==> src/rtl/pause_det_pkg.sv <==
package pause_det_pkg;
  localparam int BYTE_W     = 8;
  localparam int ADDR_W     = 48;
  localparam int QUANTA_W   = 16;
  localparam int ADDR_BYTES = ADDR_W / BYTE_W;
  localparam int CTL_BYTES  = 4;                       // type + opcode
  localparam int CTL_OFS    = 2 * ADDR_BYTES;          // 12
  localparam int QNT_OFS    = CTL_OFS + CTL_BYTES;     // 16
  localparam int HDR_LEN    = QNT_OFS + QUANTA_W / BYTE_W; // 18
  localparam int POS_W      = $clog2(HDR_LEN + 1);

  localparam logic [ADDR_W-1:0]           FC_MCAST_ADDR = 48'h0180_C200_0001;
  localparam logic [CTL_BYTES*BYTE_W-1:0] PAUSE_CTL     = 32'h8808_0001;
endpackage

==> src/rtl/pd_byte_tracker.sv <==
module pd_byte_tracker
  import pause_det_pkg::*;
(
  input  logic             clk_i,
  input  logic             rst_ni,
  input  logic             vld_i,
  input  logic             sof_i,
  input  logic             eof_i,
  output logic             take_o,
  output logic [POS_W-1:0] pos_o,
  output logic             hdr_done_o
);
  logic             in_frame_q;
  logic [POS_W-1:0] cnt_q;

  assign take_o     = vld_i & (sof_i | in_frame_q);
  assign pos_o      = sof_i ? '0 : cnt_q;
  // header complete once the last quanta byte is the current byte or behind us
  assign hdr_done_o = take_o & (pos_o >= POS_W'(HDR_LEN - 1));

  always_ff @(posedge clk_i or negedge rst_ni) begin
    if (!rst_ni) begin
      in_frame_q <= 1'b0;
      cnt_q      <= '0;
    end else if (take_o) begin
      in_frame_q <= ~eof_i;
      cnt_q      <= (pos_o == POS_W'(HDR_LEN)) ? pos_o : pos_o + 1'b1;
    end
  end
endmodule

==> src/rtl/pd_field_check.sv <==
module pd_field_check
  import pause_det_pkg::*;
#(
  parameter bit ACCEPT_STATION = 1'b1
) (
  input  logic              clk_i,
  input  logic              rst_ni,
  input  logic              take_i,
  input  logic              sof_i,
  input  logic [POS_W-1:0]  pos_i,
  input  logic [BYTE_W-1:0] data_i,
  input  logic [ADDR_W-1:0] station_addr_i,
  output logic              hdr_ok_o
);
  logic mc_q, st_q, ctl_q;
  logic mc_n, st_n, ctl_n;
  logic in_da, in_ctl;
  logic [BYTE_W-1:0] mc_byte, st_byte, ctl_byte;
  int unsigned da_idx, ctl_idx;

  assign in_da  = pos_i < POS_W'(ADDR_BYTES);
  assign in_ctl = (pos_i >= POS_W'(CTL_OFS)) && (pos_i < POS_W'(QNT_OFS));

  always_comb begin
    da_idx   = ADDR_BYTES - 1 - int'(pos_i);
    ctl_idx  = CTL_BYTES - 1 - (int'(pos_i) - CTL_OFS);
    mc_byte  = '0;
    st_byte  = '0;
    ctl_byte = '0;
    if (in_da) begin
      mc_byte = FC_MCAST_ADDR[da_idx*BYTE_W +: BYTE_W];
      st_byte = station_addr_i[da_idx*BYTE_W +: BYTE_W];
    end
    if (in_ctl) ctl_byte = PAUSE_CTL[ctl_idx*BYTE_W +: BYTE_W];
  end

  always_comb begin
    mc_n  = sof_i ? 1'b1 : mc_q;
    ctl_n = sof_i ? 1'b1 : ctl_q;
    if (in_da)  mc_n  = mc_n & (data_i == mc_byte);
    if (in_ctl) ctl_n = ctl_n & (data_i == ctl_byte);
  end

  generate
    if (ACCEPT_STATION) begin : g_station
      always_comb begin
        st_n = sof_i ? 1'b1 : st_q;
        if (in_da) st_n = st_n & (data_i == st_byte);
      end
    end else begin : g_no_station
      assign st_n = 1'b0;
    end
  endgenerate

  assign hdr_ok_o = (mc_n | st_n) & ctl_n;

  always_ff @(posedge clk_i or negedge rst_ni) begin
    if (!rst_ni) begin
      mc_q  <= 1'b0;
      st_q  <= 1'b0;
      ctl_q <= 1'b0;
    end else if (take_i) begin
      mc_q  <= mc_n;
      st_q  <= st_n;
      ctl_q <= ctl_n;
    end
  end
endmodule

==> src/rtl/pd_quanta_capture.sv <==
module pd_quanta_capture
  import pause_det_pkg::*;
(
  input  logic                clk_i,
  input  logic                rst_ni,
  input  logic                take_i,
  input  logic [POS_W-1:0]    pos_i,
  input  logic [BYTE_W-1:0]   data_i,
  output logic [QUANTA_W-1:0] quanta_o
);
  logic [QUANTA_W-1:0] sr_q;
  logic                in_qnt;

  assign in_qnt   = take_i && (pos_i >= POS_W'(QNT_OFS)) && (pos_i < POS_W'(HDR_LEN));
  // include the byte in flight so the value is ready on the final quanta byte
  assign quanta_o = in_qnt ? {sr_q[QUANTA_W-BYTE_W-1:0], data_i} : sr_q;

  always_ff @(posedge clk_i or negedge rst_ni) begin
    if (!rst_ni)     sr_q <= '0;
    else if (in_qnt) sr_q <= quanta_o;
  end
endmodule

==> src/rtl/pause_detector.sv <==
module pause_detector
  import pause_det_pkg::*;
#(
  parameter bit ACCEPT_STATION = 1'b1
) (
  input  logic                clk_i,
  input  logic                rst_ni,
  input  logic                rx_valid_i,
  input  logic [BYTE_W-1:0]   rx_data_i,
  input  logic                rx_sof_i,
  input  logic                rx_eof_i,
  input  logic                rx_good_i,
  input  logic [ADDR_W-1:0]   station_addr_i,
  input  logic                full_duplex_i,
  input  logic                flow_ctrl_en_i,
  output logic                pause_det_o,
  output logic [QUANTA_W-1:0] pause_quanta_o
);
  logic             take, hdr_done, hdr_ok, det_n;
  logic [POS_W-1:0] pos;
  logic [QUANTA_W-1:0] quanta_n;

  pd_byte_tracker u_trk (
    .clk_i, .rst_ni,
    .vld_i      (rx_valid_i),
    .sof_i      (rx_sof_i),
    .eof_i      (rx_eof_i),
    .take_o     (take),
    .pos_o      (pos),
    .hdr_done_o (hdr_done)
  );

  pd_field_check #(.ACCEPT_STATION(ACCEPT_STATION)) u_chk_fld (
    .clk_i, .rst_ni,
    .take_i         (take),
    .sof_i          (rx_sof_i),
    .pos_i          (pos),
    .data_i         (rx_data_i),
    .station_addr_i (station_addr_i),
    .hdr_ok_o       (hdr_ok)
  );

  pd_quanta_capture u_qnt (
    .clk_i, .rst_ni,
    .take_i   (take),
    .pos_i    (pos),
    .data_i   (rx_data_i),
    .quanta_o (quanta_n)
  );

  assign det_n = take & rx_eof_i & rx_good_i & full_duplex_i & flow_ctrl_en_i
               & hdr_done & hdr_ok;

  always_ff @(posedge clk_i or negedge rst_ni) begin
    if (!rst_ni) begin
      pause_det_o    <= 1'b0;
      pause_quanta_o <= '0;
    end else begin
      pause_det_o <= det_n;
      if (det_n) pause_quanta_o <= quanta_n;
    end
  end
endmodule

==> config.mk <==
export PLATFORM = sky130hd
export DESIGN_NAME = pause_detector
export DESIGN_NICKNAME = d
export VERILOG_FILES = /design/src/rtl/pause_det_pkg.sv /design/src/rtl/pd_byte_tracker.sv /design/src/rtl/pd_field_check.sv /design/src/rtl/pd_quanta_capture.sv /design/src/rtl/pause_detector.sv
export SDC_FILE = /design/constraint.sdc
export NUM_CORES = 1
export LEC_CHECK = 0
export ABC_CLOCK_PERIOD_IN_PS = 8900
export BUFFER_PORTS_ARGS = -buffer_cell sky130_fd_sc_hd__clkbuf_2
export CELL_PAD_IN_SITES_DETAIL_PLACEMENT = 0
export CELL_PAD_IN_SITES_GLOBAL_PLACEMENT = 1
export CORE_ASPECT_RATIO = 0.5
export CORE_MARGIN = 2
export CORE_UTILIZATION = 40
export DETAILED_ROUTE_END_ITERATION = 10
export GPL_TIMING_DRIVEN = 1
export MAX_ROUTING_LAYER = met4
export PLACE_DENSITY = 0.75
export SYNTH_ARGS = -nofsm -noshare
export SYNTH_HDL_FRONTEND = slang
export SYNTH_HIERARCHICAL = 1
export SYNTH_SLANG_ARGS = --single-unit
==> constraint.sdc <==
create_clock -name clk_i -period 8.9 [get_ports clk_i]
set_input_delay 0.89 -clock clk_i [delete_from_list [all_inputs] [get_ports clk_i]]
set_output_delay 0.89 -clock clk_i [all_outputs]
set_load 0.005 [all_outputs]
Yosys cells after proc, flatten, opt, wreduce, memory -nomap -nowiden
Index checks and enable logic that the tools add are counted.
{"block": "word_totals", "ff_bits": 42, "inputBits": 64, "elab_cells": 55}
{"block": "classes", "bitwise": 15, "reduce_logical": 3, "eq_ne": 4, "n_mux": 12, "shifts": 3, "addsub": 4, "magnitude_cmp": 6}
{"cell": "$shiftx A48 B33 Y8", "count": 1}
{"cell": "$shiftx A48 B33 Y8 const A", "count": 1}
{"cell": "$shiftx A32 B33 Y8 const A", "count": 1}
{"cell": "$sub A3 B29 Y29 const A", "count": 1}
{"cell": "$eq A8 B8 Y1", "count": 3}
{"cell": "$mux W8", "count": 3}
{"cell": "$mux W16", "count": 1}
{"cell": "$and A1 B1 Y1", "count": 12}
{"cell": "$ge A5 B5 Y1 const B", "count": 2}
{"cell": "$lt A5 B5 Y1 const B", "count": 2}
{"cell": "$mux W5", "count": 2}
{"cell": "$mux W1", "count": 6}
{"cell": "$sub A3 B5 Y6 const A", "count": 1}
{"cell": "$sub A5 B4 Y6 const B", "count": 1}
{"cell": "$add A5 B1 Y5 const B", "count": 1}
{"cell": "$eq A5 B5 Y1 const B", "count": 1}
{"cell": "$ge A5 B4 Y1 const B", "count": 1}
{"cell": "$lt A5 B3 Y1 const B", "count": 1}
{"cell": "$logic_and A1 B1 Y1", "count": 3}
{"cell": "$or A1 B1 Y1", "count": 2}
{"cell": "$not A1 Y1", "count": 1}

Logic depth before layout (Yosys ltp)
{"block": "depth", "depth_word": 10, "depth_mapped": 17, "mapped_depth_nobuf": 14}

Cells and area by module
Netlist, hierarchy kept.
{"mod": "pd_field_check", "instances": 1, "seq_area_each_um2": 75.1, "area_per_inst_um2": 1113.6, "cells_per_inst": 138}
{"mod": "pd_quanta_capture", "instances": 1, "seq_area_each_um2": 400.4, "area_per_inst_um2": 959.7, "cells_per_inst": 54}
{"mod": "pause_detector", "instances": 1, "seq_area_each_um2": 425.4, "area_per_inst_um2": 688.2, "cells_per_inst": 37}
{"mod": "pd_byte_tracker", "instances": 1, "seq_area_each_um2": 150.1, "area_per_inst_um2": 404.1, "cells_per_inst": 42}

Worst setup path before layout
No wires, ideal clock.
{"block": "synth_path", "path_type": "input-to-reg", "start": "input port rx_sof_i", "end": "register pause_quanta_o[0]", "path_slack_ps": 4593, "cell_stages": 16, "t_arrival_ps": 4182, "n_path_buf": 3, "path_cell_list": "buf_6 and2b_1 inv_1 ha_1 o21a_1 nor3_2 buf_2 nand2_1 a311oi_1 o2111ai_1 or4_1 a31oi_1 nand4_2 nor2_4 buf_12 mux2_4"}
{"block": "synth_between", "elab_chain_cells": 10, "word_cells_on_any_way": 43, "cone_classes": "add/sub (3); order compare (6); eq/ne (3); shift (3); mux (11); bitwise (14); reduce/logical (3)"}
{"item": "start: declaration", "line_no": "pause_detector.sv:10", "text": "input logic rx_sof_i,"}
{"item": "$mux W5 (*)", "line_no": "pd_byte_tracker.sv:17", "text": "assign pos_o = sof_i ? '0 : cnt_q;"}
{"item": "net pos[2]", "line_no": "pause_detector.sv:20", "text": "logic [POS_W-1:0] pos;"}
{"item": "$sub A5 B4 Y6 or $sub A3 B5 Y6 (tied branches)", "line_no": "pd_field_check.sv:26, pd_field_check.sv:25"}
{"item": "$sub A3 B29 Y29, or another cell as far along", "line_no": "pd_field_check.sv:26", "text": "ctl_idx = CTL_BYTES - 1 - (int'(pos_i) - CTL_OFS);"}
{"item": "$shiftx A32 B33 Y8 or $mux W8 (tied branches)", "line_no": "pd_field_check.sv:34, pd_field_check.sv:30"}
{"item": "$mux W8, or another cell as far along", "line_no": "pd_field_check.sv:34", "text": "if (in_ctl) ctl_byte = PAUSE_CTL[ctl_idx*BYTE_W +: BYTE_W];"}
{"item": "$eq A8 B8 Y1, or another cell as far along", "line_no": "pd_field_check.sv:41", "text": "if (in_ctl) ctl_n = ctl_n & (data_i == ctl_byte);"}
{"item": "$and A1 B1 Y1, or another cell as far along", "line_no": "pd_field_check.sv:41"}
{"item": "$mux W1 or $or A1 B1 Y1 (tied branches)", "line_no": "pd_field_check.sv:41, pd_field_check.sv:55"}
{"item": "$and A1 B1 Y1 (*)", "line_no": "pd_field_check.sv:55", "text": "assign hdr_ok_o = (mc_n | st_n) & ctl_n;"}
{"item": "net hdr_ok", "line_no": "pause_detector.sv:19", "text": "logic take, hdr_done, hdr_ok, det_n;"}
{"item": "$and A1 B1 Y1 (*)", "line_no": "pause_detector.sv:52", "text": "& hdr_done & hdr_ok;"}
{"item": "net det_n", "line_no": "pause_detector.sv:19"}
{"item": "end signal: assignment", "line_no": "pause_detector.sv:60", "text": "if (det_n) pause_quanta_o <= quanta_n;"}
{"item": "end: declaration", "line_no": "pause_detector.sv:17", "text": "output logic [QUANTA_W-1:0] pause_quanta_o"}
Mark *: on every way through the listed nets, which the timed path passes. The rest lies on a longest branch.
A chain may end at the register's enable or synchronous reset.

Final worst setup path
{"block": "layout_path", "start": "input port rx_sof_i", "end": "register pause_quanta_o[15]"}
{"block": "layout_between", "elab_chain_cells": 10, "word_cells_on_any_way": 43, "cone_classes": "add/sub (3); order compare (6); eq/ne (3); shift (3); mux (11); bitwise (14); reduce/logical (3)"}
{"item": "$mux W5 (*)", "line_no": "pd_byte_tracker.sv:17"}
{"item": "net pos[2]", "line_no": "pause_detector.sv:20"}
{"item": "$sub A5 B4 Y6 or $sub A3 B5 Y6 (tied branches)", "line_no": "pd_field_check.sv:26, pd_field_check.sv:25"}
{"item": "$sub A3 B29 Y29, or another cell as far along", "line_no": "pd_field_check.sv:26"}
{"item": "$shiftx A32 B33 Y8 or $mux W8 (tied branches)", "line_no": "pd_field_check.sv:34, pd_field_check.sv:30"}
{"item": "$mux W8, or another cell as far along", "line_no": "pd_field_check.sv:34"}
{"item": "$eq A8 B8 Y1, or another cell as far along", "line_no": "pd_field_check.sv:41"}
{"item": "$and A1 B1 Y1, or another cell as far along", "line_no": "pd_field_check.sv:41"}
{"item": "$mux W1 or $or A1 B1 Y1 (tied branches)", "line_no": "pd_field_check.sv:41, pd_field_check.sv:55"}
{"item": "$and A1 B1 Y1 (*)", "line_no": "pd_field_check.sv:55"}
{"item": "net hdr_ok", "line_no": "pause_detector.sv:19"}
{"item": "$and A1 B1 Y1 (*)", "line_no": "pause_detector.sv:52"}
Marked as above.

==> metrics.txt <==
WP buf/inv 2; hold crit path type reg -> reg; CTS tree built; Post-CTS Setup Inserts 0; PD cells 217 mW/mm²; num ports 81; global-route wire length before repair 12.3 mm; design area 0.00370 mm²; outcome complete, no violations; Synth area leaders dfrtp_1 (33%), mux2_4 (18%), mux4_2 (5.7%); Async SR Flop Fraction 100%; Max Buffers Root-to-Sink 2; DRC Markers 0; # rows 22; Pleak 1.80 nW; Cell Int Power approximately 0.52 mW; CP Capture Point pause_quanta_o[15]$_DFFE_PN0P_; wire per inst roughly 17 µm; H-tree depth 2; setup violators final 0; cts repair resizes 0; leading area contributor after synthesis dfrtp_1; RD Place Congestion 0.901; Root Buffer clkbuf_16; vias post-DR 2,413; Antenna Nets Post-Route 0; #FFs+latches synth 42; share of the synthesized area in the top cell type 33.2%; Synth top cells by count dfrtp_1 (42), mux2_4 (39), a21oi_1 (16), mux2_2 (13), nor3_1 (13); Min Hold Slack 490 ps; reg2reg end pause_quanta_o[15]$_DFFE_PN0P_; die width between 100 and 150 µm; FF-to-FF Start u_trk/cnt_q[3]$_DFFE_PN0P_; CP startpoint kind input pin; DIE AREA 0.00868 mm²; sequential fraction of the synthesis area between 30% and 40%; Slew @ Worst Pin 1150 ps; Worst EP arrival between 5000 and 6000 ps; CP endpoint kind flop; Initial DRT Pass Iterations 4; Period minus WS final 5160 ps; clock latency on the worst-skew pair between 200 and 300 ps; post-placement cell area 0.00354 mm²; Final WS setup 3740 ps; clock sink count 42; post-cts hold buffer count 0; setup TNS 0 ps; critical path depth 14; YS warnings 6; sw frac 35.1%; CP Class in -> reg; Reg power frac 31.8%; CTS Buf Count 5; Mapped Cells 271; Post-Route WL 7.64 mm; antenna cells 0; WHS Path Cells 1; Distinct cells, synth 56; DIE HEIGHT about 67 µm; gr ovfl total 0; DP HPWL 5.61 mm; Post-synth EDFFs 0; vias in the first global route 2,402; Avg Vias per Cell between 5 and 6; syn_area_per_cell between 10 and 15 µm²; gr usage total 19.2%; setup slack at placement 3390 ps; Cell Chain, Critical Path clkbuf_2 -> and2b_1 -> inv_1 -> ha_1 -> o21a_1 -> nor3_2 -> nand2_1 -> a311oi_1 -> o2111ai_1 -> or4_1 -> a31oi_1 -> nand4_2 -> nor2_4 -> mux2_2; share of layout cells above drive strength 1 45.2%; # Max-Cap Violations 0; Period Utilization, post-route 58.0%; Slew Limit Fails 0; worst endpoint required time about 9000 ps; worst relative slew slack a little under a quarter; Starting Density 42.3%; Area Overhead vs Synth 17.0%; Critical-path top delay cell nor3_2; most common cell in the netlist dfrtp_1; core area 0.00749 mm²; port buffer count 80; drt initial violations 173; pin count of the biggest net entering global routing 43; origin of the worst setup path rx_sof_i; RSZ-0062 raised after global routing false; R2R Setup Slk 4180 ps; FF-to-FF path depth 14; nets 413; Logic pwr share 42.5%; initial antenna violation count 0; synthesized area ~0.0032 mm²; Primary FF master, synth dfrtp_1; Worst VDD drop 0.0925 mV; final hold vios 0; Net Count, Synth between 300 and 400; Net Sw Power 0.282 mW; Clk network pwr share 25.7%; cell family with most CP delay simple AND/OR/NAND/NOR gates; largest driver fanout on the critical path 17; worst stage delay on the critical path 700 ps; Clock Skew 5.86 ps; clock transition at the registers of the reported paths 60 ps; Peak Freq 194 MHz
==> layer usage <==
metal / track usage (%) / vias to the layer above / routed length [µm]
met2: 30.8 / 92 / 3410
li1: - / 1177 / -
met3: 3.05 / 14 / 490
met4: 6.72 / 0 / 161
met5: - / - / 0
met1: 25.0 / 1130 / 3580
==> final cells by class <==
type / count / area, µm²
multi-input cells: 200 / 1900
repair buffers: 81 / 408
clock buffers: 6 / 129
fillers: 718 / 3780
inverters: 12 / 45.0
flip-flops and latches: 42 / 1050
well taps: 108 / 135
clock inverters: 2 / 37.5
==> stage by stage <==
step	util (%)	total power [mW]	instances
2_1_floorplan	-	0.529	271
3_3_place_gp	47.2	0.588	443
3_5_place_dp	47.2	0.595	443
4_1_cts	49.4	0.804	451
5_1_grt	49.4	0.851	451
6_report	49.4	0.802	451
==> sequential cells by signal, indices dropped and copies added (netlist names) <==
signal,flops
u_qnt/sr_q,16
u_trk/in_frame_q,1
pause_quanta_o,16
pause_det_o,1
u_trk/cnt_q,5
u_chk_fld/mc_q,1
u_chk_fld/ctl_q,1
u_chk_fld/st_q,1
==> cell usage in the layout (no fill, tap or decap), drive strengths merged, types with 3 or more instances in the layout <==
master and instances:
or3 3, nand3 5, nor3 14, dfrtp 42, a21oi 16, nand4 5, mux2i 12, nor2 9
o21ai 5, nor2b 3, o41ai 3, clkbuf 86, mux4 8, nand2b 3, inv 12, a31oi 7
nor4 5, nand2 10, ha 7, mux2 53
==> worst min-delay path by stage <==
| stage | start | endpoint | slack, ps |
|---|---|---|---|
| after detailed placement | u_trk/cnt_q[4]$_DFFE_PN0P_ | u_trk/cnt_q[4]$_DFFE_PN0P_ | 490 |
| after global placement | u_trk/cnt_q[4]$_DFFE_PN0P_ | u_trk/cnt_q[4]$_DFFE_PN0P_ | 460 |
| after floorplan | u_trk/cnt_q[4]$_DFFE_PN0P_ | u_trk/cnt_q[4]$_DFFE_PN0P_ | 450 |
| final | u_trk/cnt_q[4]$_DFFE_PN0P_ | u_trk/cnt_q[4]$_DFFE_PN0P_ | 490 |
| after global routing | pause_quanta_o[14]$_DFFE_PN0P_ | pause_quanta_o[14]$_DFFE_PN0P_ | 530 |
| after CTS | u_trk/cnt_q[4]$_DFFE_PN0P_ | u_trk/cnt_q[4]$_DFFE_PN0P_ | 490 |
==> logic make-up (layout without fill, tap and decap cells) <==
| group | Yosys count | count (layout) | share of synthesized area, % |
|---|---|---|---|
| and+or+nand+nor | 63 | 63 | 11.3 |
| adders and majority gates | 7 | 7 | 2.77 |
| AOI/OAI and AO/OA | 53 | 53 | 11.8 |
| xor gates and xnor gates | 4 | 4 | 1.11 |
| buffers and inverters | 29 | 101 | 6.88 |
| DFF | 42 | 42 | 33.2 |
| muxes | 73 | 73 | 33.0 |
==> power by group through the flow <==
stage	clock, mW	sequential (mW)	combinational [mW]
global route	0.219	0.260	0.371
global placement	0	0.254	0.334
finish	0.206	0.255	0.341
detailed placement	0	0.257	0.338
floorplan	0	0.248	0.280
CTS	0.210	0.254	0.340
Power figures use the tool's default switching activity.
